## config.mk

```make
export PLATFORM = sky130hd
export DESIGN_NAME = microseq_ctrl
export DESIGN_NICKNAME = d
export VERILOG_FILES = /design/src/rtl/useq_pkg.sv /design/src/rtl/useq_store.sv /design/src/rtl/useq_dispatch.sv /design/src/rtl/useq_next.sv /design/src/rtl/microseq_ctrl.sv
export SDC_FILE = /design/constraint.sdc
export NUM_CORES = 1
export LEC_CHECK = 0
export BUFFER_PORTS_ARGS = -buffer_cell sky130_fd_sc_hd__buf_2
export CORE_AREA = 2 2 39 41
export CTS_BUF_LIST = sky130_fd_sc_hd__clkbuf_16
export DETAILED_ROUTE_END_ITERATION = 8
export DIE_AREA = 0 0 41 43
export GPL_TIMING_DRIVEN = 0
export PLACE_DENSITY = 0.74
export SYNTH_ARGS = -nofsm -noshare
export SYNTH_HDL_FRONTEND = slang
export SYNTH_HIERARCHICAL = 1
export SYNTH_SLANG_ARGS = --single-unit
```

## constraint.sdc

```tcl
create_clock -name clk -period 4.2 [get_ports clk]
set_input_delay 0.21 -clock clk [delete_from_list [all_inputs] [get_ports clk]]
set_output_delay 0.21 -clock clk [all_outputs]
set_load 0.01 [all_outputs]
```

## src/rtl/useq_pkg.sv

```systemverilog
package useq_pkg;

   // sequencing codes held in each control word
   typedef enum logic [1:0] {
      SEQ_FETCH = 2'b00,
      SEQ_DISP1 = 2'b01,
      SEQ_DISP2 = 2'b10,
      SEQ_NEXT  = 2'b11
   } seq_e;

   // control word stored in the microcode ROM
   typedef struct packed {
      logic [1:0] alu_mode;
      logic       src_a_sel;
      logic [1:0] src_b_sel;
      logic       reg_wr_en;
      logic       reg_dst_rd;
      logic       wb_from_mem;
      logic       mem_rd;
      logic       mem_wr;
      logic       addr_from_aluout;
      logic       ir_load;
      logic       pc_wr;
      logic       pc_wr_if_zero;
      logic [1:0] pc_src;
      seq_e       seq;
   } uword_t;

   // microprogram layout
   localparam int unsigned UA_FETCH  = 0;
   localparam int unsigned UA_DECODE = 1;
   localparam int unsigned UA_MEMADR = 2;
   localparam int unsigned UA_LDRD   = 3;
   localparam int unsigned UA_LDWB   = 4;
   localparam int unsigned UA_STWR   = 5;
   localparam int unsigned UA_ROP    = 6;
   localparam int unsigned UA_RWB    = 7;
   localparam int unsigned UA_BRCMP  = 8;
   localparam int unsigned UA_JMP    = 9;
   localparam int unsigned UA_WORDS  = 10;

   // opcode values
   localparam int unsigned OPC_ROP = 6'b000000;
   localparam int unsigned OPC_LD  = 6'b100011;
   localparam int unsigned OPC_ST  = 6'b101011;
   localparam int unsigned OPC_BEQ = 6'b000100;
   localparam int unsigned OPC_JMP = 6'b000010;

   // first lookup: instruction class entry word
   function automatic int unsigned class_entry(int unsigned op);
      case (op)
         OPC_ROP:        return UA_ROP;
         OPC_LD, OPC_ST: return UA_MEMADR;
         OPC_BEQ:        return UA_BRCMP;
         OPC_JMP:        return UA_JMP;
         default:        return UA_FETCH;
      endcase
   endfunction

   // second lookup: memory access word
   function automatic int unsigned mem_entry(int unsigned op);
      case (op)
         OPC_LD:  return UA_LDRD;
         OPC_ST:  return UA_STWR;
         default: return UA_FETCH;
      endcase
   endfunction

endpackage

```

## src/rtl/useq_store.sv

```systemverilog
module useq_store
   import useq_pkg::*;
#(
   parameter int UA_W = 4
) (
   input  logic [UA_W-1:0] addr,
   output uword_t          word
);

   initial begin
      ua_fits_chk: assert ((1 << UA_W) >= UA_WORDS)
         else $error("microaddress width too small for control store");
   end

   always_comb begin
      word     = '0;
      word.seq = SEQ_FETCH;
      case (addr)
         UA_W'(UA_FETCH): begin
            word.src_b_sel = 2'b01;
            word.mem_rd    = 1'b1;
            word.ir_load   = 1'b1;
            word.pc_wr     = 1'b1;
            word.pc_src    = 2'b00;
            word.seq       = SEQ_NEXT;
         end
         UA_W'(UA_DECODE): begin
            word.src_b_sel = 2'b11;
            word.seq       = SEQ_DISP1;
         end
         UA_W'(UA_MEMADR): begin
            word.src_a_sel = 1'b1;
            word.src_b_sel = 2'b10;
            word.seq       = SEQ_DISP2;
         end
         UA_W'(UA_LDRD): begin
            word.mem_rd           = 1'b1;
            word.addr_from_aluout = 1'b1;
            word.seq              = SEQ_NEXT;
         end
         UA_W'(UA_LDWB): begin
            word.reg_wr_en   = 1'b1;
            word.wb_from_mem = 1'b1;
         end
         UA_W'(UA_STWR): begin
            word.mem_wr           = 1'b1;
            word.addr_from_aluout = 1'b1;
         end
         UA_W'(UA_ROP): begin
            word.alu_mode  = 2'b10;
            word.src_a_sel = 1'b1;
            word.src_b_sel = 2'b00;
            word.seq       = SEQ_NEXT;
         end
         UA_W'(UA_RWB): begin
            word.reg_wr_en  = 1'b1;
            word.reg_dst_rd = 1'b1;
         end
         UA_W'(UA_BRCMP): begin
            word.alu_mode      = 2'b01;
            word.src_a_sel     = 1'b1;
            word.pc_wr_if_zero = 1'b1;
            word.pc_src        = 2'b01;
         end
         UA_W'(UA_JMP): begin
            word.pc_wr  = 1'b1;
            word.pc_src = 2'b10;
         end
         default: word = '0;
      endcase
   end

endmodule

```

## src/rtl/useq_dispatch.sv

```systemverilog
module useq_dispatch
   import useq_pkg::*;
#(
   parameter int UA_W = 4,
   parameter int OP_W = 6
) (
   input  logic [OP_W-1:0] opcode,
   output logic [UA_W-1:0] class_tgt,
   output logic [UA_W-1:0] mem_tgt
);

   localparam int NOPS = 1 << OP_W;

   initial begin
      op_width_chk: assert (OP_W == 6)
         else $error("opcode width must be 6");
   end

   logic [UA_W-1:0] class_tab [NOPS];
   logic [UA_W-1:0] mem_tab   [NOPS];

   for (genvar g = 0; g < NOPS; g++) begin : g_tab
      assign class_tab[g] = UA_W'(class_entry(g));
      assign mem_tab[g]   = UA_W'(mem_entry(g));
   end

   assign class_tgt = class_tab[opcode];
   assign mem_tgt   = mem_tab[opcode];

endmodule

```

## src/rtl/useq_next.sv

```systemverilog
module useq_next
   import useq_pkg::*;
#(
   parameter int UA_W = 4
) (
   input  logic            clk,
   input  logic            rst_n,
   input  seq_e            seq,
   input  logic [UA_W-1:0] class_tgt,
   input  logic [UA_W-1:0] mem_tgt,
   output logic [UA_W-1:0] upc
);

   logic [UA_W-1:0] upc_inc;
   logic [UA_W-1:0] upc_nxt;

   assign upc_inc = upc + UA_W'(1);

   always_comb begin
      unique case (seq)
         SEQ_FETCH: upc_nxt = UA_W'(UA_FETCH);
         SEQ_DISP1: upc_nxt = class_tgt;
         SEQ_DISP2: upc_nxt = mem_tgt;
         SEQ_NEXT:  upc_nxt = upc_inc;
         default:   upc_nxt = UA_W'(UA_FETCH);
      endcase
   end

   always_ff @(posedge clk or negedge rst_n) begin
      if (!rst_n) upc <= '0;
      else        upc <= upc_nxt;
   end


   reset_start_chk: assert property (@(posedge clk)
      $rose(rst_n) |-> upc == '0);


   fetch_return_chk: assert property (@(posedge clk) disable iff (!rst_n)
      seq == SEQ_FETCH |=> upc == '0);


   seq_step_chk: assert property (@(posedge clk) disable iff (!rst_n)
      seq == SEQ_NEXT |=> upc == $past(upc) + UA_W'(1));

endmodule

```

## src/rtl/microseq_ctrl.sv

```systemverilog
module microseq_ctrl
   import useq_pkg::*;
#(
   parameter int UA_W = 4,
   parameter int OP_W = 6
) (
   input  logic            clk,
   input  logic            rst_n,
   input  logic [OP_W-1:0] opcode,
   output logic [UA_W-1:0] upc,
   output logic [1:0]      alu_mode,
   output logic            src_a_sel,
   output logic [1:0]      src_b_sel,
   output logic            reg_wr_en,
   output logic            reg_dst_rd,
   output logic            wb_from_mem,
   output logic            mem_rd,
   output logic            mem_wr,
   output logic            addr_from_aluout,
   output logic            ir_load,
   output logic            pc_wr,
   output logic            pc_wr_if_zero,
   output logic [1:0]      pc_src
);

   uword_t          word;
   logic [UA_W-1:0] class_tgt;
   logic [UA_W-1:0] mem_tgt;

   useq_next #(.UA_W(UA_W)) u_next (
      .clk       (clk),
      .rst_n     (rst_n),
      .seq       (word.seq),
      .class_tgt (class_tgt),
      .mem_tgt   (mem_tgt),
      .upc       (upc)
   );

   useq_store #(.UA_W(UA_W)) u_store (
      .addr (upc),
      .word (word)
   );

   useq_dispatch #(.UA_W(UA_W), .OP_W(OP_W)) u_disp (
      .opcode    (opcode),
      .class_tgt (class_tgt),
      .mem_tgt   (mem_tgt)
   );

   assign alu_mode         = word.alu_mode;
   assign src_a_sel        = word.src_a_sel;
   assign src_b_sel        = word.src_b_sel;
   assign reg_wr_en        = word.reg_wr_en;
   assign reg_dst_rd       = word.reg_dst_rd;
   assign wb_from_mem      = word.wb_from_mem;
   assign mem_rd           = word.mem_rd;
   assign mem_wr           = word.mem_wr;
   assign addr_from_aluout = word.addr_from_aluout;
   assign ir_load          = word.ir_load;
   assign pc_wr            = word.pc_wr;
   assign pc_wr_if_zero    = word.pc_wr_if_zero;
   assign pc_src           = word.pc_src;


   class_load_chk: assert property (@(posedge clk) disable iff (!rst_n)
      (upc == UA_W'(UA_DECODE) && opcode == OP_W'(OPC_LD))
      |=> upc == UA_W'(UA_MEMADR));


   class_rop_chk: assert property (@(posedge clk) disable iff (!rst_n)
      (upc == UA_W'(UA_DECODE) && opcode == OP_W'(OPC_ROP))
      |=> upc == UA_W'(UA_ROP));


   mem_store_chk: assert property (@(posedge clk) disable iff (!rst_n)
      (upc == UA_W'(UA_MEMADR) && opcode == OP_W'(OPC_ST))
      |=> upc == UA_W'(UA_STWR));


   mem_excl_chk: assert property (@(posedge clk) disable iff (!rst_n)
      !(mem_rd && mem_wr));


   pc_excl_chk: assert property (@(posedge clk) disable iff (!rst_n)
      !(pc_wr && pc_wr_if_zero));


   branch_cond_chk: assert property (@(posedge clk) disable iff (!rst_n)
      pc_wr_if_zero |-> pc_src == 2'b01);

endmodule

```

# Yosys cells after proc, flatten, opt, wreduce, memory -nomap -nowiden
# Memory sizes are Yosys's and may differ from the RTL's.
# Cells that the tools add are included.
# word_totals
mem_count,2
rom_bits,512
out_inout_bits,20
inputBits,8
register_bits,4
# op_classes
n_lt_le_gt_ge,1
n_bitwise,1
eq_ne,12
n_reduce_logical,8
addsub,1
n_mux,19
# memory_table
name,depth,width,read_ports,rd_clocked_by_memory_dff,write_ports,line_no,source
(name not given),64,4,1,0,0,useq_dispatch.sv:27,assign class_tgt = class_tab[opcode];
(name not given),64,4,1,0,0,useq_dispatch.sv:28,assign mem_tgt = mem_tab[opcode];
# op_table
op,n
"4-bit by 3-bit equality test with 1-bit output, second input constant",4
4-bit two-way mux,4
4-bit one-hot mux with 4 select lines,1
2-bit one-hot mux with 3 select lines,2
1-bit two-way mux,10
"4-bit by 2-bit equality test with 1-bit output, second input constant",2
"4-bit equality test, second input constant",2
2-bit one-hot mux with 2 select lines,2
2-bit OR reduction,4
"7-bit greater-or-equal comparator, second input constant",1
6-bit NOT with 7-bit output,1
3-bit OR reduction,2
"4-bit by 1-bit adder with 4-bit output, second input constant",1
"2-bit equality test, second input constant",2
"4-bit by 1-bit equality test with 1-bit output, second input constant",1
4-bit zero test,1
"2-bit by 1-bit equality test with 1-bit output, second input constant",1
2-bit zero test,1

# Depth between registers and ports, before layout
# Gate-level depths: netlist of run 1.
# logic_depth
depth_word,5
ltp_mapped,6
depth_no_buf,5

# By module
# Netlist of run 1, hierarchy kept.
# by_module_without_submodules
mod,area_per_inst_um2,cells_per_inst,instances
useq_next,235.2,21,1
useq_store,212.7,31,1
useq_dispatch,100.1,16,1

# Worst setup path before layout of run 1
# Ideal clock, no wire load.
# synth_timing
kind,register to register
start,register u_next.upc[3]
end,register u_next.upc[1]
path_stages_with_launch,6
t_arrival_ns,1.748
path_buffers,1
period_less_slack_ns,1.869
setup_slack_ns,2.331
path_cell_list,dfrtp_1 -> buf_2 -> or2_1 -> mux2i_1 -> mux2_4 -> a22o_1
# synth_rtl
element,line_no,source
"start, declared",useq_next.sv:11,output logic [UA_W-1:0] upc
"start signal, assigned",useq_next.sv:31,else upc <= upc_nxt;

==> impl_metrics.env, run 1 <==
export IMPL_fin_crit_sh_pct=47.9
export IMPL_finalSetupTns_ps=0
export IMPL_syn_inst=68
export IMPL_crit_path_max_incr_delay_ps=530
export IMPL_synth_most_common_cell="nor3_1"
export IMPL_synth_cell_types=35
export IMPL_grt_max_degree=11
export IMPL_largest_reg_flops=4
export IMPL_avgSynthCellArea_um2=8.06
export IMPL_netlist_area_um2=548
export IMPL_crit_arrival_ps=2120
export IMPL_cts_clk_slew_worst_paths_ps=30
export IMPL_max_cap_violations=0
export IMPL_layout_min_cycle_time_ps=2010
export IMPL_finalHoldViolCount=0
export IMPL_globalRouteTotalUtil_pct=16.5
export IMPL_clock_fmax_mhz=497
export IMPL_synthArstFlopShare_pct=100
export IMPL_firstDrtPassIters=2
export IMPL_drive_above_1_share_pct=44.4
export IMPL_dp_worst_setup_slack_ps=2190
export IMPL_die_h_um=43
export IMPL_status="complete, no violations"
export IMPL_hp_class="in2async"
export IMPL_clock_skew_final_ps=0.225
export IMPL_antenna_found_initial=0
export IMPL_synth_top_cell_area_share_pct=18.3
export IMPL_rows=14
export IMPL_wl_per_cell_um=10.3
export IMPL_post_cts_repair_setup_buffers=0
export IMPL_end_kind="flip-flop"
export IMPL_worst_slack_ps=2190
export IMPL_synth_seq_area_share_pct=18.3
export IMPL_tightest_slew_ps=631
export IMPL_numPortBuffers=27
export IMPL_cp_max_fo=9
export IMPL_h_tree_depth=1
export IMPL_via_per_inst=4.94
export IMPL_drcViolationCount=0
export IMPL_area_growth_pct=43.8
export IMPL_synth_top_cells_by_area="dfrtp_1 (18%), nor3_1 (8.2%), xor2_1 (6.4%), nor4b_2 (5.5%), buf_4 (4.1%)"
export IMPL_whs_ps=329
export IMPL_cp_buffers_inverters=1
export IMPL_synth_seq_cells=4
export IMPL_clockRootBuffer="clkbuf_16"
export IMPL_insertion_delay_ps=220
export IMPL_drt_wl_total_um=1180
export IMPL_ioPinCount=28
export IMPL_peakVddDrop_mv=0.235
export IMPL_num_fill_cells=138
export IMPL_syn_num_nets=77
export IMPL_largestRegisters="u_next/upc: 4 flops"
export IMPL_setup_viol=0
export IMPL_slowest_stage="mux2i_1"
export IMPL_yosysWarnings=6
export IMPL_die_area_mm2=0.00176
export IMPL_synth_common_cells="nor3_1 (9), nor2_1 (5), dfrtp_1 (4), xor2_1 (4)"
export IMPL_p_per_area_mw_per_mm2=701
export IMPL_initial_core_util_pct=39.6
export IMPL_grt_pass1_wl_um=1990
export IMPL_placed_cell_area_um2=703
export IMPL_synth_largest_area_cell="dfrtp_1"
export IMPL_start_kind="flip-flop"
export IMPL_synth_edff_count=0
export IMPL_cts_inserted_buffers=3
export IMPL_cp_top_family="multiplexers"
export IMPL_n_antenna_cell=0
export IMPL_nets=110
export IMPL_cp_cell_sequence="buf_2 > or2_1 > mux2i_1 > mux2_4 > a22o_1"
export IMPL_ys_flop_type="dfrtp_1"
export IMPL_drt_initial_drc_count=2
export IMPL_core_area_mm2=0.00138
export IMPL_max_slew_margin_rel_pct=56.7
export IMPL_critPathKind="reg2reg"
export IMPL_rsz0062_at_grt="no"
export IMPL_cts_tree="yes"
export IMPL_clkSinkCount=4
export IMPL_vias=568
export IMPL_final_antenna_net_count=0
export IMPL_cts_max_path_buffers=2
export IMPL_stdcell_area_um2=788
export IMPL_finalPower_mw=0.553
export IMPL_final_max_slew_viol_count=0
export IMPL_dp_hpwl_um=879
export IMPL_regMostFlops="u_next/upc"
export IMPL_p_leak_nw=0.426
export IMPL_worstPathRequired_ps=4310
export IMPL_grt_overflow_total=0
export IMPL_grt_pass1_vias=482
export IMPL_routabilityCongestion=0.761
export IMPL_die_w_um=41
final timing paths:
path / from / endpoint / cells after the start / slack, ps
worst min register to register: u_next/upc[3] / u_next/upc[3] / 2 / 640
min in group clk: opcode[4] / u_next/upc[2] / 3 / 350
worst max-delay path: u_next/upc[3] / u_next/upc[1] / 5 / 2190
max in group asynchronous: rst_n / u_next/upc[3] / 2 / 3760
worst max register to register: u_next/upc[3] / u_next/upc[1] / 5 / 2190
worst min-delay path: rst_n / u_next/upc[0] / 2 / 330
power breakdown:
group | switching, mW | total (mW) | internal [mW]
registers | 0.0201 | 0.0720 | 0.0519
clock network | 0.0245 | 0.146 | 0.121
logic | 0.180 | 0.335 | 0.155
total | 0.224 | 0.552 | 0.328
layout by cell type (no fill, tap or decap), types with 2 or more instances in the layout:
master	Yosys	final
nand2b_1	2	2
nand3_1	2	2
nor3_1	9	9
nand2_1	3	3
xnor2_1	2	2
inv_1	3	3
a21oi_1	2	2
nor2_1	5	5
buf_2	3	30
buf_4	3	3
a22o_1	2	2
clkbuf_16	0	3
mux2i_1	2	2
xor2_1	4	4
nor4b_2	2	2
dfrtp_1	4	4
per-layer routing:
layer,vias to the layer above,GRT usage [%],part of all wire (%)
met5,-,0,0
met1,245,20.0,42
met4,0,8.00,0
li1,304,-,-
met3,0,4.71,5.1
met2,19,25.3,52
worst reg2reg max path: cells and delay by family (launching register included):
| kind | cells | cell delay, ps |
|---|---|---|
| AOI/OAI and AO/OA | 1 | 170 |
| buffers and inverters | 1 | 170 |
| DFF | 1 | 380 |
| muxes | 2 | 880 |
| and+or+nand+nor | 1 | 290 |
area by class of cell:
cell class | instances | area, um^2 | area share, %
Tap cell | 16 | 20.0 | 2.54
Sequential cell | 4 | 100 | 12.7
Multi-Input combinational cell | 55 | 399 | 50.6
Buffer | 6 | 37.5 | 4.76
Clock buffer | 3 | 75.1 | 9.52
Inverter | 3 | 11.3 | 1.43
Timing Repair Buffer | 28 | 145 | 18.4
per-stage QoR:
stage	utilization, %	instances
floorplan	-	68
global placement	50.8	111
detailed placement	50.8	111
CTS	57.0	115
global route	57.0	115
finish	57.0	115
repair_timing:
action | 4_1_cts | 5_1_grt
hold endpoints to repair | 4 | 0
gates resized for setup | 0 | 0
hold buffers | 1 | 0
cells by family (layout without fill, tap and decap cells):
family,after synthesis,count (layout),share of synthesized area [%]
and+or+nand+nor,34,34,40.4
AOI/OAI and AO/OA,10,10,13.5
buffers and inverters,9,40,8.90
xor gates and xnor gates,6,6,9.59
DFF,4,4,18.3
muxes,3,3,6.39
adders and majority gates,1,1,2.28
other,1,1,0.684
(Power assumes the default switching activity.)
==> inputs of run 2 (changes only) <==
Settings changed: ABC_AREA set to 1, PLACE_DENSITY 0.74 to 0.72.
Clock period 4.2 ns to 1.9 ns, I/O delays scaled along.
==> impl_metrics.env, run 2 <==
export IMPL_syn_num_nets=107
export IMPL_cts_clk_slew_worst_paths_ps=30
export IMPL_largest_reg_flops=4
export IMPL_antenna_found_initial=0
export IMPL_netlist_area_um2=527
export IMPL_synth_largest_area_cell="dfrtp_1"
export IMPL_peakVddDrop_mv=0.507
export IMPL_worst_slack_ps=313
export IMPL_crit_path_max_incr_delay_ps=460
export IMPL_synth_seq_cells=4
export IMPL_layout_common_cells="buf_2 (27), inv_1 (24), nand2_1 (24)"
export IMPL_globalRouteTotalUtil_pct=16.8
export IMPL_post_cts_repair_setup_buffers=0
export IMPL_via_per_inst=4.53
export IMPL_largestRegisters="u_next/upc: 4 flops"
export IMPL_synth_cell_types=17
export IMPL_ys_flop_type="dfrtp_1"
export IMPL_clkSinkCount=4
export IMPL_yosysWarnings=6
export IMPL_drt_wl_total_um=1270
export IMPL_syn_inst=98
export IMPL_die_w_um=41
export IMPL_hp_class="in2async"
export IMPL_timing_rr_start="u_next/upc[0]"
export IMPL_wl_per_cell_um=8.73
export IMPL_end_kind="flip-flop"
export IMPL_firstDrtPassIters=4
export IMPL_cp_max_fo=9
export IMPL_status="complete, no violations"
export IMPL_nets=140
export IMPL_clock_skew_final_ps=1.62
export IMPL_p_leak_nw=0.534
export IMPL_cp_buffers_inverters=2
export IMPL_cp_top_family="simple AND/OR/NAND/NOR gates"
export IMPL_grt_max_degree=10
export IMPL_synth_seq_area_share_pct=19.0
export IMPL_critPathKind="reg2reg"
export IMPL_core_area_mm2=0.00138
export IMPL_cts_tree="yes"
export IMPL_num_fill_cells=141
export IMPL_area_growth_pct=45.6
export IMPL_finalSetupTns_ps=0
export IMPL_rows=14
export IMPL_grt_pass1_wl_um=2060
export IMPL_ioPinCount=28
export IMPL_avgSynthCellArea_um2=5.38
export IMPL_worstPathRequired_ps=2000
export IMPL_synth_top_cells_by_area="dfrtp_1 (19%), inv_1 (17%), nand2_1 (17%), nand3_1 (12%), nor2_1 (10%)"
export IMPL_die_area_mm2=0.00176
export IMPL_cpMostUsedCell="inv_1"
export IMPL_rsz0062_at_grt="no"
export IMPL_layout_min_cycle_time_ps=1590
export IMPL_regMostFlops="u_next/upc"
export IMPL_die_h_um=43
export IMPL_synth_top_cell_area_share_pct=19.0
export IMPL_initial_core_util_pct=38.1
export IMPL_drcViolationCount=0
export IMPL_clockRootBuffer="clkbuf_16"
export IMPL_grt_overflow_total=0
export IMPL_crit_arrival_ps=1690
export IMPL_final_max_slew_viol_count=0
export IMPL_cp_cell_sequence="nor2_1 > nand2_2 > nand4_1 > inv_1 > nand3_1 > nand2_1 > inv_1 > o21ai_1"
export IMPL_final_common_cell="buf_2"
export IMPL_finalHoldViolCount=0
export IMPL_setup_viol=0
export IMPL_final_antenna_net_count=0
export IMPL_synth_common_cells="inv_1 (24), nand2_1 (24), nor2_1 (14), nand3_1 (13), dfrtp_1 (4)"
export IMPL_vias=657
export IMPL_dp_hpwl_um=1040
export IMPL_clock_fmax_mhz=630
export IMPL_seqCellArea_um2=100
export IMPL_final_core_util_pct=55.4
export IMPL_cts_inserted_buffers=3
export IMPL_h_tree_depth=1
export IMPL_synth_edff_count=0
export IMPL_multi_input_area_um2=318
export IMPL_drive_above_1_share_pct=31.0
export IMPL_startpoint="u_next/upc[0]"
export IMPL_synthArstFlopShare_pct=100
export IMPL_insertion_delay_ps=220
export IMPL_numPortBuffers=27
export IMPL_slowest_stage="dfrtp_1"
export IMPL_fin_crit_sh_pct=83.5
export IMPL_grt_pass1_vias=536
export IMPL_cts_max_path_buffers=2
export IMPL_n_antenna_cell=0
export IMPL_dp_worst_setup_slack_ps=317
export IMPL_max_cap_violations=0
export IMPL_p_per_area_mw_per_mm2=1460
export IMPL_drt_initial_drc_count=9
export IMPL_routabilityCongestion=0.822
export IMPL_start_kind="flip-flop"
run 2: kinds of logic after synthesis:
kind of cell               share of synthesized area (%)
and+or+nand+nor                                     48.9
buffers and inverters                               20.7
AOI/OAI and AO/OA                                   6.65
DFF                                                 19.0
xor gates and xnor gates                            1.66
adders and majority gates                           2.37
other                                              0.712
run 2: final cells by class:
class	instances	share of cell area, %
buffer	2	1.96
clock buffer	3	9.79
inverter	25	12.2
multi-input combinational	67	41.4
sequential	4	13.1
tap	16	2.61
timing repair buffer	28	18.9
run 2: stage by stage:
stage	cell area [um^2]	total power, mW	hold slack (ps)	cells
2_1_floorplan	527	0.583	-201	98
3_3_place_gp	682	0.779	-101	141
3_5_place_dp	682	0.795	-99.0	141
4_1_cts	767	1.13	200	145
5_1_grt	767	1.22	223	145
6_report	767	1.12	196	145
run 2: worst paths after layout:
kind	cells past startpoint	slack, ps	end
max in group asynchronous	2	1580	u_next/upc[1]
min in group clk	4	200	u_next/upc[1]
max	8	310	u_next/upc[2]
max reg2reg	8	310	u_next/upc[2]
min	2	200	u_next/upc[3]
min reg2reg	1	680	u_next/upc[0]
run 2: metal layers:
metal	up-vias	share of wire (%)	track usage [%]
met5	-	0	0
met4	0	2.7	12.0
met3	4	4.6	1.57
met2	16	51	25.6
met1	279	42	20.6
li1	358	-	-
run 2: what timing repair did:
action | in CTS | in global routing
hold endpoints to repair | 4 | 0
resized for setup | 0 | 0
hold buffers | 1 | 0
run 2: power breakdown:
group	internal (mW)	total (mW)	switching (mW)
clock	0.268	0.323	0.0551
combinational	0.227	0.633	0.406
sequential	0.112	0.162	0.0502
total	0.607	1.12	0.511
==> inputs of run 3 (changes only) <==
Clock period 1.9 ns to 1.55 ns, I/O delays scaled along.
==> impl_metrics.env, run 3 (synthesis results as in run 2) <==
export IMPL_status="complete, no violations"
export IMPL_switching_share_pct=44.7
export IMPL_cts_clk_slew_worst_paths_ps=30
export IMPL_final_core_util_pct=62.1
export IMPL_largestRegisters="u_next/upc: 4 flops"
export IMPL_wl_per_cell_um=9.69
export IMPL_whs_ps=178
export IMPL_p_sw_mw=0.710
export IMPL_p_per_area_mw_per_mm2=1850
export IMPL_peakVddDrop_mv=0.746
export IMPL_firstDrtPassIters=4
export IMPL_layout_min_cycle_time_ps=1490
export IMPL_ioPinCount=28
export IMPL_cp_max_fo=8
export IMPL_routabilityCongestion=0.822
export IMPL_grt_overflow_total=0
export IMPL_crit_arrival_ps=1620
export IMPL_final_max_slew_viol_count=0
export IMPL_finalPower_mw=1.59
export IMPL_final_common_cell="buf_2"
export IMPL_max_cap_violations=0
export IMPL_drt_initial_drc_count=13
export IMPL_final_antenna_net_count=0
export IMPL_p_clk_share_pct=24.9
export IMPL_largest_reg_flops=4
export IMPL_grt_pass1_vias=546
export IMPL_hp_class="in2reg"
export IMPL_vias=715
export IMPL_cts_inserted_buffers=3
export IMPL_power_internal_mw=0.879
export IMPL_initial_core_util_pct=38.1
export IMPL_start_kind="flip-flop"
export IMPL_insertion_delay_ps=220
export IMPL_die_h_um=43
export IMPL_dp_worst_setup_slack_ps=-33.2
export IMPL_fin_crit_sh_pct=96.0
export IMPL_critPathKind="reg2reg"
export IMPL_drive_above_1_share_pct=45.3
export IMPL_finalHoldViolCount=0
export IMPL_cts_max_path_buffers=2
export IMPL_worst_slack_ps=61.6
export IMPL_drcViolationCount=0
export IMPL_globalRouteTotalUtil_pct=17.0
export IMPL_core_area_mm2=0.00138
export IMPL_cts_tree="yes"
export IMPL_grt_max_degree=10
export IMPL_n_antenna_cell=0
export IMPL_seq_power_share_pct=14.0
export IMPL_h_tree_depth=1
export IMPL_worstPathRequired_ps=1690
export IMPL_via_per_inst=4.67
export IMPL_rows=14
export IMPL_die_w_um=41
export IMPL_grt_pass1_wl_um=2090
export IMPL_end_kind="flip-flop"
export IMPL_p_comb_share_pct=61.1
export IMPL_clkSinkCount=4
export IMPL_layout_common_cells="buf_2 (27), inv_1 (21), nand2_1 (20)"
export IMPL_setup_viol=0
export IMPL_drt_wl_total_um=1480
export IMPL_clock_skew_final_ps=2.99
export IMPL_nets=148
export IMPL_clockRootBuffer="clkbuf_16"
export IMPL_die_area_mm2=0.00176
export IMPL_clock_fmax_mhz=672
export IMPL_rsz0062_at_grt="yes"
export IMPL_p_leak_nw=0.569
export IMPL_antenna_found_initial=0
export IMPL_numPortBuffers=27
export IMPL_dp_hpwl_um=1040
export IMPL_regMostFlops="u_next/upc"
export IMPL_area_growth_pct=63.2
==> run 3: cell types whose count changed in the layout (fill, tap and decap cells not counted), sizes merged <==
cell,previous run,this run
buf,29,37
==> run 3: power groups by stage <==
| stage | logic [mW] | registers, mW | clock network, mW |
|---|---|---|---|
| 2_1_floorplan | 0.513 | 0.201 | 0 |
| 3_3_place_gp | 0.756 | 0.198 | 0 |
| 3_5_place_dp | 0.773 | 0.202 | 0 |
| 4_1_cts | 0.814 | 0.206 | 0.403 |
| 5_1_grt | 1.07 | 0.232 | 0.418 |
| 6_report | 0.971 | 0.222 | 0.397 |
==> run 3: worst max-delay path, cell delays in order, from the launching register on <==
cell and delay [ps]:
dfrtp_2 470, nand2_2 120, inv_1 50, nand2_2 80
nand4_1 260, inv_2 170, nand3_1 70, nand2_1 60
inv_1 30, o21ai_1 80
==> run 3: layer usage <==
layer | GRT usage, % | routed length, um | up-vias | part of all wire, %
met2 | 26.3 | 803 | 20 | 54
li1 | - | - | 372 | -
met1 | 20.6 | 588 | 321 | 40
met5 | 0 | 0 | - | 0
met4 | 12.0 | 11 | 0 | 0.74
met3 | 1.57 | 80 | 2 | 5.4
==> run 3: final timing paths <==
path | cells past startpoint | end | startpoint | slack [ps]
worst max-delay path | 9 | u_next/upc[2] | u_next/upc[1] | 60
worst min-delay path | 4 | u_next/upc[1] | opcode[3] | 180
worst max register to register | 9 | u_next/upc[2] | u_next/upc[1] | 60
worst min register to register | 2 | u_next/upc[2] | u_next/upc[2] | 700
max in group asynchronous | 2 | u_next/upc[1] | rst_n | 1220
min in group asynchronous | 2 | u_next/upc[3] | rst_n | 200
==> run 3: final cells by class <==
class                      count  area [um^2]
fill                         134          524
multi-input combinational     67          345
timing repair buffer          36          205
clock buffer                   3         75.1
sequential                     4          105
buffer                         2         15.0
tap                           16         20.0
inverter                      25         93.8
==> run 3: timing repair <==
action	4_1_cts	5_1_grt
setup endpoints to repair	1	4
hold buffers	1	0
endpoints found under the hold margin	4	0
pin swaps	2	5
resized for setup	4	12
buffers inserted	1	7
==> run 3: through the flow <==
| step | cells | cell area, um^2 | TNS [ps] |
|---|---|---|---|
| floorplan | 98 | 527 | 0 |
| global placement | 141 | 682 | 0 |
| detailed placement | 141 | 682 | -33.2 |
| CTS | 146 | 779 | 0 |
| global route | 153 | 860 | -91.6 |
| finish | 153 | 860 | 0 |
